File: src/rtl/gm_pkg.sv
package gm_pkg;
    localparam int MODE_W = 8;
    localparam int FLAG_WE_BIT = 2;
    localparam logic [1:0] CODE_RESET  = 2'd0;
    localparam logic [1:0] CODE_NORMAL = 2'd1;
    localparam logic [1:0] CODE_PDOWN  = 2'd2;

    typedef struct packed {
        logic [MODE_W-1:0] mode;
        logic              pend_v;
        logic [MODE_W-1:0] pend;
        logic              err;
    } commit_st_t;
endpackage

File: src/rtl/gm_commit.sv
module gm_commit
    import gm_pkg::*;
#(
    parameter int DATA_W = 16
) (
    input  logic              clk,
    input  logic              rst_n,
    input  logic              wr_mode_i,
    input  logic              wr_conf_i,
    input  logic [DATA_W-1:0] wdata_i,
    input  logic              wake_i,
    output logic [MODE_W-1:0] mode_o,
    output logic              pend_o,
    output logic              err_o
);
    localparam int PAD_W = DATA_W - MODE_W;

    commit_st_t st_d, st_q;
    logic [DATA_W-1:0] expect_conf;

    always_comb begin
        st_d = st_q;
        expect_conf = ~{{PAD_W{1'b0}}, st_q.pend};
        if (wake_i) begin
            st_d.mode = {st_q.mode[MODE_W-1:2], CODE_NORMAL};
        end else if (wr_mode_i) begin
            if (wdata_i[FLAG_WE_BIT]) begin
                st_d.pend_v = 1'b1;
                st_d.pend   = wdata_i[MODE_W-1:0];
            end
        end else if (wr_conf_i && st_q.pend_v) begin
            st_d.pend_v = 1'b0;
            if (wdata_i == expect_conf) begin
                st_d.mode = st_q.pend;
            end else begin
                st_d.err = 1'b1;
            end
        end
    end

    always_ff @(posedge clk or negedge rst_n) begin
        if (!rst_n) begin
            st_q <= '0;
        end else begin
            st_q <= st_d;
        end
    end

    assign mode_o = st_q.mode;
    assign pend_o = st_q.pend_v;
    assign err_o  = st_q.err;


    mode_chg_chk: assert property (@(posedge clk) disable iff (!rst_n)
        (st_q.mode != $past(st_q.mode)) |-> $past((wr_conf_i && st_q.pend_v) || wake_i));


    err_sticky_chk: assert property (@(posedge clk) disable iff (!rst_n)
        $past(st_q.err) |-> st_q.err);


    no_we_chk: assert property (@(posedge clk) disable iff (!rst_n)
        (wr_mode_i && !wdata_i[FLAG_WE_BIT] && !wake_i)
        |=> ($stable(st_q.pend_v) && $stable(st_q.pend) && $stable(st_q.mode)));
endmodule

File: src/rtl/gm_wake.sv
module gm_wake #(
    parameter int N = 12
) (
    input  logic clk,
    input  logic rst_n,
    input  logic active_i,
    input  logic acc_i,
    input  logic dummy_i,
    output logic wake_o
);
    localparam int CNT_W = $clog2(N + 1);
    localparam logic [CNT_W-1:0] LAST = CNT_W'(N - 1);

    logic [CNT_W-1:0] cnt_d, cnt_q;

    always_comb begin
        cnt_d  = cnt_q;
        wake_o = 1'b0;
        if (!active_i) begin
            cnt_d = '0;
        end else if (acc_i) begin
            if (dummy_i) begin
                if (cnt_q == LAST) begin
                    cnt_d  = '0;
                    wake_o = 1'b1;
                end else begin
                    cnt_d = cnt_q + 1'b1;
                end
            end else begin
                cnt_d = '0;
            end
        end
    end

    always_ff @(posedge clk or negedge rst_n) begin
        if (!rst_n) begin
            cnt_q <= '0;
        end else begin
            cnt_q <= cnt_d;
        end
    end


    cnt_range_chk: assert property (@(posedge clk) disable iff (!rst_n)
        cnt_q < CNT_W'(N));


    cnt_clear_chk: assert property (@(posedge clk) disable iff (!rst_n)
        (active_i && acc_i && !dummy_i) |=> (cnt_q == '0));
endmodule

File: src/rtl/gm_guarded_mode.sv
module gm_guarded_mode
    import gm_pkg::*;
#(
    parameter int              ADDR_W     = 8,
    parameter int              DATA_W     = 16,
    parameter int              WAKE_READS = 12,
    parameter logic [ADDR_W-1:0] A_MODE   = 8'h10,
    parameter logic [ADDR_W-1:0] A_CONF   = 8'h12,
    parameter logic [ADDR_W-1:0] A_STAT   = 8'h14,
    parameter logic [ADDR_W-1:0] A_ID     = 8'h20,
    parameter logic [ADDR_W-1:0] A_IDINV  = 8'h22,
    parameter logic [ADDR_W-1:0] A_DUMMY  = 8'hFE,
    parameter logic [DATA_W-1:0] ID_VAL   = 16'h0400
) (
    input  logic              clk,
    input  logic              rst_n,
    input  logic              req_valid_i,
    input  logic              req_write_i,
    input  logic [ADDR_W-1:0] req_addr_i,
    input  logic [DATA_W-1:0] req_wdata_i,
    output logic              rd_valid_o,
    output logic [DATA_W-1:0] rd_data_o,
    output logic [MODE_W-1:0] mode_o,
    output logic              pdown_o
);
    localparam int PD_READY_BIT = 7;
    localparam int PEND_BIT     = 1;
    localparam int ERR_BIT      = 0;

    typedef struct packed {
        logic              v;
        logic [DATA_W-1:0] d;
    } rd_st_t;

    rd_st_t rd_d, rd_q;

    logic wr, rd, wr_mode, wr_conf, dummy_rd, wake;
    logic pend, err;
    logic [MODE_W-1:0] mode;
    logic [DATA_W-1:0] stat;

    assign wr       = req_valid_i && req_write_i;
    assign rd       = req_valid_i && !req_write_i;
    assign pdown_o  = (mode[1:0] == CODE_PDOWN);
    assign wr_mode  = wr && !pdown_o && (req_addr_i == A_MODE);
    assign wr_conf  = wr && !pdown_o && (req_addr_i == A_CONF);
    assign dummy_rd = rd && (req_addr_i == A_DUMMY);

    gm_commit #(.DATA_W(DATA_W)) u_commit (
        .clk       (clk),
        .rst_n     (rst_n),
        .wr_mode_i (wr_mode),
        .wr_conf_i (wr_conf),
        .wdata_i   (req_wdata_i),
        .wake_i    (wake),
        .mode_o    (mode),
        .pend_o    (pend),
        .err_o     (err)
    );

    gm_wake #(.N(WAKE_READS)) u_wake (
        .clk      (clk),
        .rst_n    (rst_n),
        .active_i (pdown_o),
        .acc_i    (req_valid_i),
        .dummy_i  (dummy_rd),
        .wake_o   (wake)
    );

    always_comb begin
        stat               = '0;
        stat[PD_READY_BIT] = (mode[1:0] == CODE_NORMAL) && !pend;
        stat[PEND_BIT]     = pend;
        stat[ERR_BIT]      = err;

        rd_d.v = rd;
        rd_d.d = '0;
        if (rd) begin
            if (req_addr_i == A_MODE) begin
                rd_d.d = DATA_W'(mode);
            end else if (req_addr_i == A_STAT) begin
                rd_d.d = stat;
            end else if (req_addr_i == A_ID) begin
                rd_d.d = ID_VAL;
            end else if (req_addr_i == A_IDINV) begin
                rd_d.d = ~ID_VAL;
            end
        end
    end

    always_ff @(posedge clk or negedge rst_n) begin
        if (!rst_n) begin
            rd_q <= '0;
        end else begin
            rd_q <= rd_d;
        end
    end

    assign rd_valid_o = rd_q.v;
    assign rd_data_o  = rd_q.d;
    assign mode_o     = mode;


    rd_follow_chk: assert property (@(posedge clk) disable iff (!rst_n)
        rd_valid_o |-> $past(req_valid_i && !req_write_i));


    pd_block_chk: assert property (@(posedge clk) disable iff (!rst_n)
        (pdown_o && req_valid_i && req_write_i) |=> $stable(mode_o));
endmodule

File: config.mk
export PLATFORM = sky130hd
export DESIGN_NAME = gm_guarded_mode
export DESIGN_NICKNAME = d
export VERILOG_FILES = /design/src/rtl/gm_pkg.sv /design/src/rtl/gm_commit.sv /design/src/rtl/gm_wake.sv /design/src/rtl/gm_guarded_mode.sv
export SDC_FILE = /design/constraint.sdc
export NUM_CORES = 1
export LEC_CHECK = 0
export ABC_AREA = 1
export BUFFER_PORTS_ARGS = -buffer_cell sky130_fd_sc_hd__buf_4
export CORE_UTILIZATION = 38
export DETAILED_ROUTE_END_ITERATION = 10
export HOLD_SLACK_MARGIN = 0.02
export PLACE_DENSITY = 0.62
export SYNTH_ARGS = -nofsm -noshare
export SYNTH_HDL_FRONTEND = slang
export SYNTH_SLANG_ARGS = --single-unit
File: constraint.sdc
create_clock -name clk -period 2.1 [get_ports clk]
set_input_delay 0.105 -clock clk [delete_from_list [all_inputs] [get_ports clk]]
set_output_delay 0.105 -clock clk [all_outputs]
set_load 0.05 [all_outputs]
# ---- Yosys cells after proc, flatten, opt, wreduce, memory -nomap -nowiden
# Index checks and enable logic that the tools add are counted.
dict set report word_totals {
  reg_bits 39
  latchBits 0
  ram_bits 0
  mem_bits_ro 0
  out_inout_bits 26
  word_cells 64
  n_memories 0
}
dict set report op_classes {
  add_sub_neg 1
  n_mul 0
  div_mod_pow 0
  magnitude_cmp 0
  n_eq_ne 13
  shift 0
  n_mux 19
  n_bitwise 4
  n_reduce_logical 19
}
# cell count
set ops {}
lappend ops {{two-way mux 16 bit} 5}
lappend ops {{== test 8 x 5 -> 1 bit, second input constant} 3}
lappend ops {{== test 16 bit} 1}
lappend ops {{== test 8 x 6 -> 1 bit, second input constant} 2}
lappend ops {{two-way mux 4 bit} 4}
lappend ops {{NOT 8 -> 16 bit} 1}
lappend ops {{two-way mux 9 bit} 1}
lappend ops {{AND reduction 3 bit} 3}
lappend ops {{== test 8 bit, second input constant} 1}
lappend ops {{logical AND 1 bit} 8}
lappend ops {{AND reduction 4 bit} 2}
lappend ops {{two-way mux 2 bit} 3}
lappend ops {{!= test 2 bit, second input constant} 3}
lappend ops {{nonzero test 2 bit} 3}
lappend ops {{two-way mux 1 bit} 5}
lappend ops {{adder 4 x 1 -> 4 bit, second input constant} 1}
lappend ops {{== test 4 bit, second input constant} 1}
lappend ops {{zero test 1 bit} 3}
lappend ops {{two-way mux 3 bit} 1}
lappend ops {{NOT 1 bit} 3}
lappend ops {{== test 2 x 1 -> 1 bit, second input constant} 1}
lappend ops {{== test 2 bit, second input constant} 1}

# ---- Longest topological paths before layout
# Gate-level depths: netlist of the first run.
dict set report depth {
  word_depth 8
  mapped_depth 10
  ltp_nobuf 9
}

# ---- Cells and area by module
# From an unflattened synthesis of the first run, not the netlist that was laid out.
dict set report hier_totals {
  cells_unflattened 279
  hier_area_um2 2024.4
}
# mod n_inst cells_per_inst area_each_um2
set by_module_without_submodules {}
lappend by_module_without_submodules {gm_commit 1 157 1139.8}
lappend by_module_without_submodules {gm_guarded_mode 1 85 635.6}
lappend by_module_without_submodules {gm_wake 1 37 249.0}

# ---- Least setup slack after synthesis of the first run
# OpenSTA, ideal clock, no wires.
dict set report synth_path {
  path_kind {reg-to-reg}
  startpoint {register u_wake.cnt_q[0]}
  endpoint {register u_commit.st_q, in the netlist u_commit.pend_o}
  setup_ns 0.122
  t_arrival_ns 1.399
  required_time_ns 1.978
  slack_ns 0.580
  stages_incl_launch_ff 8
  n_path_buf 1
  cell_sequence {dfrtp_1 -> ha_1 -> nand2_1 -> nor2_1 -> nand4_1 -> nand3_4 -> buf_6 -> o21ai_2}
}
dict set report synth_via {
  elab_chain_cells 7
}
# item line_no
set synth_lines {}
lappend synth_lines {{from (decl)} gm_wake.sv:14} ;# logic [CNT_W-1:0] cnt_d, cnt_q;
lappend synth_lines {{from (signal assigned)} gm_wake.sv:39} ;# cnt_q <= cnt_d;
lappend synth_lines {{== test 4 bit} gm_wake.sv:23} ;# if (cnt_q == LAST) begin
lappend synth_lines {{two-way mux 1 bit} gm_wake.sv:23}
lappend synth_lines {{two-way mux 1 bit} gm_wake.sv:22} ;# if (dummy_i) begin
lappend synth_lines {{two-way mux 1 bit} gm_wake.sv:21} ;# end else if (acc_i) begin
lappend synth_lines {{two-way mux 1 bit} gm_wake.sv:19} ;# if (!active_i) begin
lappend synth_lines {{NOT 1 bit (no source line)} --}
lappend synth_lines {{AND reduction 3 bit (no source line)} --}
lappend synth_lines {{to (signal assigned)} gm_commit.sv:45} ;# st_q <= st_d;
lappend synth_lines {{to (decl)} gm_commit.sv:18} ;# commit_st_t st_d, st_q;
# Every way passes these cells.
# A chain may end at the register's enable or synchronous reset.

# ---- Worst setup path in the final report of the first run
dict set report layout_path {
  startpoint {input req_addr_i[4]}
  endpoint {register u_commit.st_q[1] (netlist bit)}
}
dict set report layout_via {
  elab_chain_cells 7
  word_cells_on_any_way 9
}
# item line_no
set layout_lines {}
lappend layout_lines {{from (decl)} gm_guarded_mode.sv:19} ;# input logic [ADDR_W-1:0] req_addr_i,
lappend layout_lines {{== test 8 bit} gm_guarded_mode.sv:47} ;# assign dummy_rd = rd && (req_addr_i == A_DUMMY);
lappend layout_lines {{logical AND 1 bit} gm_guarded_mode.sv:47}
lappend layout_lines {{two-way mux 1 bit} gm_wake.sv:22}
lappend layout_lines {{two-way mux 1 bit} gm_wake.sv:21}
lappend layout_lines {{two-way mux 1 bit} gm_wake.sv:19}
lappend layout_lines {{NOT 1 bit (no source line)} --}
lappend layout_lines {{AND reduction 3 bit (no source line) *} --}
# Mark *: on every way between the ends. The rest lies on a longest branch, timed or not.

==> metrics.yaml, run 1 <==
syn_area_per_cell_um2: 7.65
crit_path_max_incr_delay_ps: 530
cts.sinks: 33
initial_core_util_pct: 40.3
holdCritPathClass: "in -> reg"
ys_seq_area_share_pct: 42.9
finalWorstSetupSlack_ps: 351
whs_ps: 92.5
min_period_ps: 1750
critPathSlowestCell: "dlygate4sd3_1"
grt_pass1_vias: 1483
htree_levels: 2
routedWlPerCell_um: 10.1
cts_buffers: 5
finalSetupViolCount: 0
io_pins: 54
peakVddDrop_mv: 0.249
dpl_cell_area_um2: 2280
outcome: "finished clean"
die_w_um: 73.2
synth.top_cell.area_share_pct: 42.9
grt_use_met2_pct: 25.8
cts_setup_buffers: 0
yosysWarnings: 0
antenna_found_initial: 0
grt_util_met3_pct: 3.18
path_class: "in -> reg"
p_leak_nw: 1.32
drtAntennaViolNets: 0
relSlewSlack_pct: 69.4
dieArea_um2: 5360
fin_area_um2: 2390
hold_path_depth: 3
cp.arrival_ps: 1910
drv_cap: 0
r2r_slack_ps: 370
grt_use_total_pct: 15.2
core_um2: 4790
n_antenna_cell: 0
clk_latency_ps: 280
rsz0062_at_grt: "false"
cts.clk_slew.worst_paths_ps: 70
drive_gt1_share_pct: 27.8
vias_per_cell: 4.38
nets: 327
grt_first_pass_wirelength_um: 6180
worstHoldEndpoint: "u_commit.st_q[5]"
path_cells: "dlygate4sd3_1 > buf_4 > inv_2 > nor2_4 > nand2_2 > or2_1 > nor2_8 > nand3_4 > nand2_1 > o21ai_2"
timing.setup.tns_ps: 0
n_fill_cell: 488
crit-reg2reg-launch: "u_wake.cnt_q[0]"
cts_buffer_depth: 2
gp_congestion: 0.725
rows: 25
cp-end-kind: "flop"
synth-edff-count: 0
clock_skew_ps: 6.32
synth_area_leader_cell: "dfrtp_1"
async_flop_share_pct: 100
cts_tree: "done"
cts-root-buf: "clkbuf_8"
drt_iter0_markers: 49
critPathLaunchType: "input port"
cp_max_fo: 16
dieHeight_um: 73.2
worst_pin_slew_ps: 455
power.density_nw_per_um2: 516
synthCells: 252
synth_flop_cell: "dfrtp_1"
overflow: 0
dr_total_vias: 1602
hold_viol_final: 0
r2r_end: "u_commit.st_q[1]"
drv_slew: 0
dr.pass1.iters: 4
hpwlAfterDp_um: 2860
fmax_mhz: 572
hp-start: "req_wdata_i[4]"
place_ws_ps: 372
grt_use_met1_pct: 18.6
wl_um: 3690
ys_ff_latch: 33
syn2layout_area_growth_pct: 23.9
route.detailed.drc: 0
synth_cell_type_count: 25
syn_area_um2: 1930
synth_area_leaders: "dfrtp_1 (43%), nand2_1 (13%), nor2_1 (8.2%)"
synth_nets: 281
grt_start_max_net_pins: 34
cp.required_ps: 2270
top_usage_layer: "met2"
reg2reg_depth: 7
port_buffers: 53
finalCritPeriodShare_pct: 83.3
sequential cells by signal, indices dropped and copies added (netlist names):
signal,count
rd_data_o,10
u_wake.cnt_q,4
u_commit.mode_o,8
u_commit.st_q,8
u_commit.err_o,1
rd_valid_o,1
u_commit.pend_o,1
kinds of logic after synthesis:
family | after synthesis | share of synthesized area [%]
AO/OA/AOI/OAI | 29 | 10.2
XOR/XNOR | 2 | 0.909
adder cells (fa/ha/maj) | 1 | 0.649
buffers and inverters | 50 | 13.4
flip-flops | 33 | 42.9
AND/OR/NAND/NOR | 137 | 31.9
worst max-delay path by stage:
stage | endpoint | slack (ps) | from | depth (start not counted)
4_1_cts | u_commit.st_q[1] | 340 | u_wake.cnt_q[0] | 7
2_1_floorplan | u_commit.pend_o | 580 | u_wake.cnt_q[0] | 7
5_1_grt | u_commit.st_q[4] | 160 | u_wake.cnt_q[0] | 7
3_5_place_dp | u_commit.st_q[1] | 370 | u_wake.cnt_q[0] | 7
6_report | u_commit.st_q[1] | 350 | req_addr_i[4] | 10
3_3_place_gp | u_commit.st_q[6] | 400 | u_wake.cnt_q[0] | 7
worst max-delay path, delay by kind of cell:
kind	cells	cell delay, ps
simple gates	6	1050
buf+inv	3	690
compound gates	1	60
area by class of cell:
type | instances | area [µm²] | share of cell area, %
repair buffers | 56 | 425 | 17.8
inverters | 33 | 124 | 5.19
flip-flops and latches | 33 | 826 | 34.6
well taps | 67 | 83.8 | 3.51
clock buffers | 5 | 68.8 | 2.88
multi-input cells | 169 | 842 | 35.3
clock inverters | 3 | 17.5 | 0.734
power breakdown:
part	internal [mW]	switching [mW]
logic	0.0548	0.0697
registers	0.640	0.00363
clock network	0.229	0.237
total	0.923	0.310
repair_timing:
action | 4_1_cts | 5_1_grt
hold endpoints to repair | 34 | 0
hold buffers | 2 | 0
resized for setup | 0 | 0
metrics by stage:
stage | cells | utilization, % | power [mW]
2_1_floorplan | 252 | - | 0.708
3_3_place_gp | 356 | 47.7 | 0.778
3_5_place_dp | 356 | 47.7 | 0.779
4_1_cts | 366 | 49.9 | 1.25
5_1_grt | 366 | 49.9 | 1.29
6_report | 366 | 49.9 | 1.23
per-layer routing:
layer	up-vias	share of wire, %
met1	694	48
met3	2	4.7
met2	38	47
met5	-	0
li1	868	-
met4	0	0.87
cell usage after synthesis, types with 2 or more instances:
library cell	count
nand4_1	4
a21oi_1	4
inv_1	32
nand2_1	65
nand3_1	13
dfrtp_1	33
o21ai_2	13
nor2_1	42
nor3_1	2
nand2_2	2
buf_6	2
xor2_1	2
o21ai_0	11
buf_4	15
nor4_1	2
cell usage in the layout, fill, tap and decap left out, types with 2 or more instances in the layout:
| master | Yosys | layout |
|---|---|---|
| a21oi_1 | 4 | 4 |
| buf_4 | 15 | 54 |
| clkbuf_8 | 0 | 5 |
| clkinv_2 | 0 | 2 |
| dfrtp_1 | 33 | 33 |
| dlygate4sd3_1 | 0 | 2 |
| inv_1 | 32 | 32 |
| nand2_1 | 65 | 65 |
| nand2_2 | 2 | 2 |
| nand3_1 | 13 | 13 |
| nand4_1 | 4 | 4 |
| nor2_1 | 42 | 42 |
| nor3_1 | 2 | 2 |
| nor4_1 | 2 | 2 |
| o21ai_0 | 11 | 11 |
| o21ai_2 | 13 | 13 |
| xor2_1 | 2 | 2 |
Note: power is estimated with default switching activity, not from simulation.
==> inputs of run 2 (changes only) <==
==> constraint.sdc (replaced) <==
create_clock -name clk -period 1.8 [get_ports clk]
set_input_delay 0.09 -clock clk [delete_from_list [all_inputs] [get_ports clk]]
set_output_delay 0.09 -clock clk [all_outputs]
set_load 0.05 [all_outputs]
==> run 2 against run 1 <==
Compared with the run above: via count is 1.3% higher; register-to-register slack worse by 120 ps; global-route usage is 1.3 points higher; largest power group unchanged; die area stayed put; critical path type unchanged; first-iteration DRC count is 12% higher; hold slack worse by 16 ps.
==> metrics.yaml, run 2 (synthesized netlist as in run 1, its figures left out) <==
reg2reg_depth: 7  # unchanged
grt_use_total_pct: 16.5  # +1.3 points
holdCritPathClass: "in -> reg"
dieHeight_um: 73.2  # unchanged
gp_congestion: 0.785  # +8.3%
cp.required_ps: 1960  # -310 ps
hold_viol_final: 0  # unchanged
place_ws_ps: 249  # -123 ps
peakVddDrop_mv: 0.319  # +28%
dr_total_vias: 1623  # +1.3%
core_um2: 4790  # unchanged
grt_pass1_vias: 1526  # +2.9%
rows: 25  # unchanged
clock_skew_ps: 18.2  # +11.8 ps
syn2layout_area_growth_pct: 25.1
cts_tree: "done"
r2r_slack_ps: 250  # -120 ps
finalCritPeriodShare_pct: 89.3
cts.clk_slew.worst_paths_ps: 70  # about the same
p_leak_nw: 1.33  # +1.0%
path_class: "in -> reg"
grt_start_max_net_pins: 34  # unchanged
cts_setup_buffers: 0  # unchanged
register_area_um2: 826  # unchanged
hold_buffers: 2  # unchanged
drv_slew: 0  # unchanged
nets: 330  # +0.92%
dieArea_um2: 5360  # unchanged
grt_first_pass_wirelength_um: 6710  # +8.6%
clk_latency_ps: 290  # about the same
die_w_um: 73.2  # unchanged
vias_per_cell: 4.40  # +0.49%
power.density_nw_per_um2: 603  # +17%
cp-end-kind: "flop"
cts-root-buf: "clkbuf_8"
wl_um: 3850  # +4.1%
outcome: "finished clean"
drive_gt1_share_pct: 28.5  # +0.72 points
finalWorstSetupSlack_ps: 192  # -160 ps
initial_core_util_pct: 40.3  # unchanged
route.detailed.drc: 0  # unchanged
cts_resized: 0  # unchanged
rsz0062_at_grt: "false"
fmax_mhz: 622
drtAntennaViolNets: 0  # unchanged
routedWlPerCell_um: 10.4  # +3.3%
antenna_found_initial: 0  # unchanged
final_cell_mix: "nand2_1 (65), buf_4 (57), nor2_1 (42)"
critPathLaunchType: "input port"
htree_levels: 2  # unchanged
hpwlAfterDp_um: 2970  # +3.8%
io_pins: 54  # unchanged
drt_iter0_markers: 55  # +12%
overflow: 0  # unchanged
relSlewSlack_pct: 67.6  # -1.8 points
finalSetupViolCount: 0  # unchanged
worst_pin_slew_ps: 482  # +27.0 ps
multiInputGateArea_um2: 842  # unchanged
hold_path_depth: 3  # unchanged
timing.setup.tns_ps: 0  # unchanged
cts_buffers: 5  # unchanged
n_fill_cell: 482  # -1.2%
cts.sinks: 33  # unchanged
port_buffers: 53  # unchanged
cp_max_fo: 16  # unchanged
cp.arrival_ps: 1770  # -140 ps
largest_reg_flops: 10  # unchanged
drv_cap: 0  # unchanged
layout_commonest_cell: "nand2_1"
min_period_ps: 1610
cts_buffer_depth: 2  # unchanged
n_antenna_cell: 0  # unchanged
dr.pass1.iters: 4  # unchanged
[run 2: cell types whose count changed in the layout (fill, tap and decap cells not counted), sizes merged]
| cell | before | now |
|---|---|---|
| buf | 54 | 57 |
[run 2: stage by stage]
stage | instances | power (mW) | hold slack, ps | instance area, µm² | util, %
2_1_floorplan | 252 | 0.826 | -206 | 1930 | -
4_1_cts | 369 | 1.47 | 70.9 | 2410 | 50.4
5_1_grt | 369 | 1.53 | 76.2 | 2410 | 50.4
3_5_place_dp | 359 | 0.909 | 58.5 | 2300 | 48.1
6_report | 369 | 1.45 | 76.0 | 2410 | 50.4
3_3_place_gp | 359 | 0.908 | 59.6 | 2300 | 48.1
[run 2: final timing paths]
kind,end,start
max,u_commit.st_q[2],req_addr_i[4]
min reg2reg,u_commit.err_o,u_commit.err_o
max reg2reg,u_commit.st_q[2],u_wake.cnt_q[0]
max in group asynchronous,rd_valid_o,rst_n
min,u_commit.st_q[5],req_wdata_i[4]
min in group asynchronous,u_wake.cnt_q[2],rst_n
[run 2: layer usage]
| layer | share of wire [%] | global-route usage, % | routed length (µm) | vias up |
|---|---|---|---|---|
| met5 | 0 | 0 | 0 | - |
| met3 | 4.9 | 4.01 | 187 | 5 |
| met2 | 48 | 27.4 | 1830 | 42 |
| li1 | - | - | - | 872 |
| met4 | 1.4 | 6.54 | 54 | 0 |
| met1 | 46 | 20.5 | 1770 | 704 |
[run 2: critical path, cell delays in order]
cell and delay, ps:
dlygate4sd3_1 540, buf_4 130, inv_2 40, nor2_4 80
nand2_2 70, or2_1 310, nor2_8 110, nand3_4 210
nand2_1 140, o21ai_2 60
[run 2: final cells by class]
type,instances,area share [%]
Timing Repair Buffer,59,18.6
Clock buffer,5,2.86
Clock inverter,3,0.727
Sequential cell,33,34.3
Multi-Input combinational cell,169,34.9
Tap cell,67,3.48
Inverter,33,5.14
[run 2: report_power, final]
| group | switching (mW) | total (mW) | internal [mW] |
|---|---|---|---|
| Sequential | 0.00452 | 0.751 | 0.746 |
| Clock | 0.289 | 0.555 | 0.267 |
| Combinational | 0.0819 | 0.146 | 0.0640 |
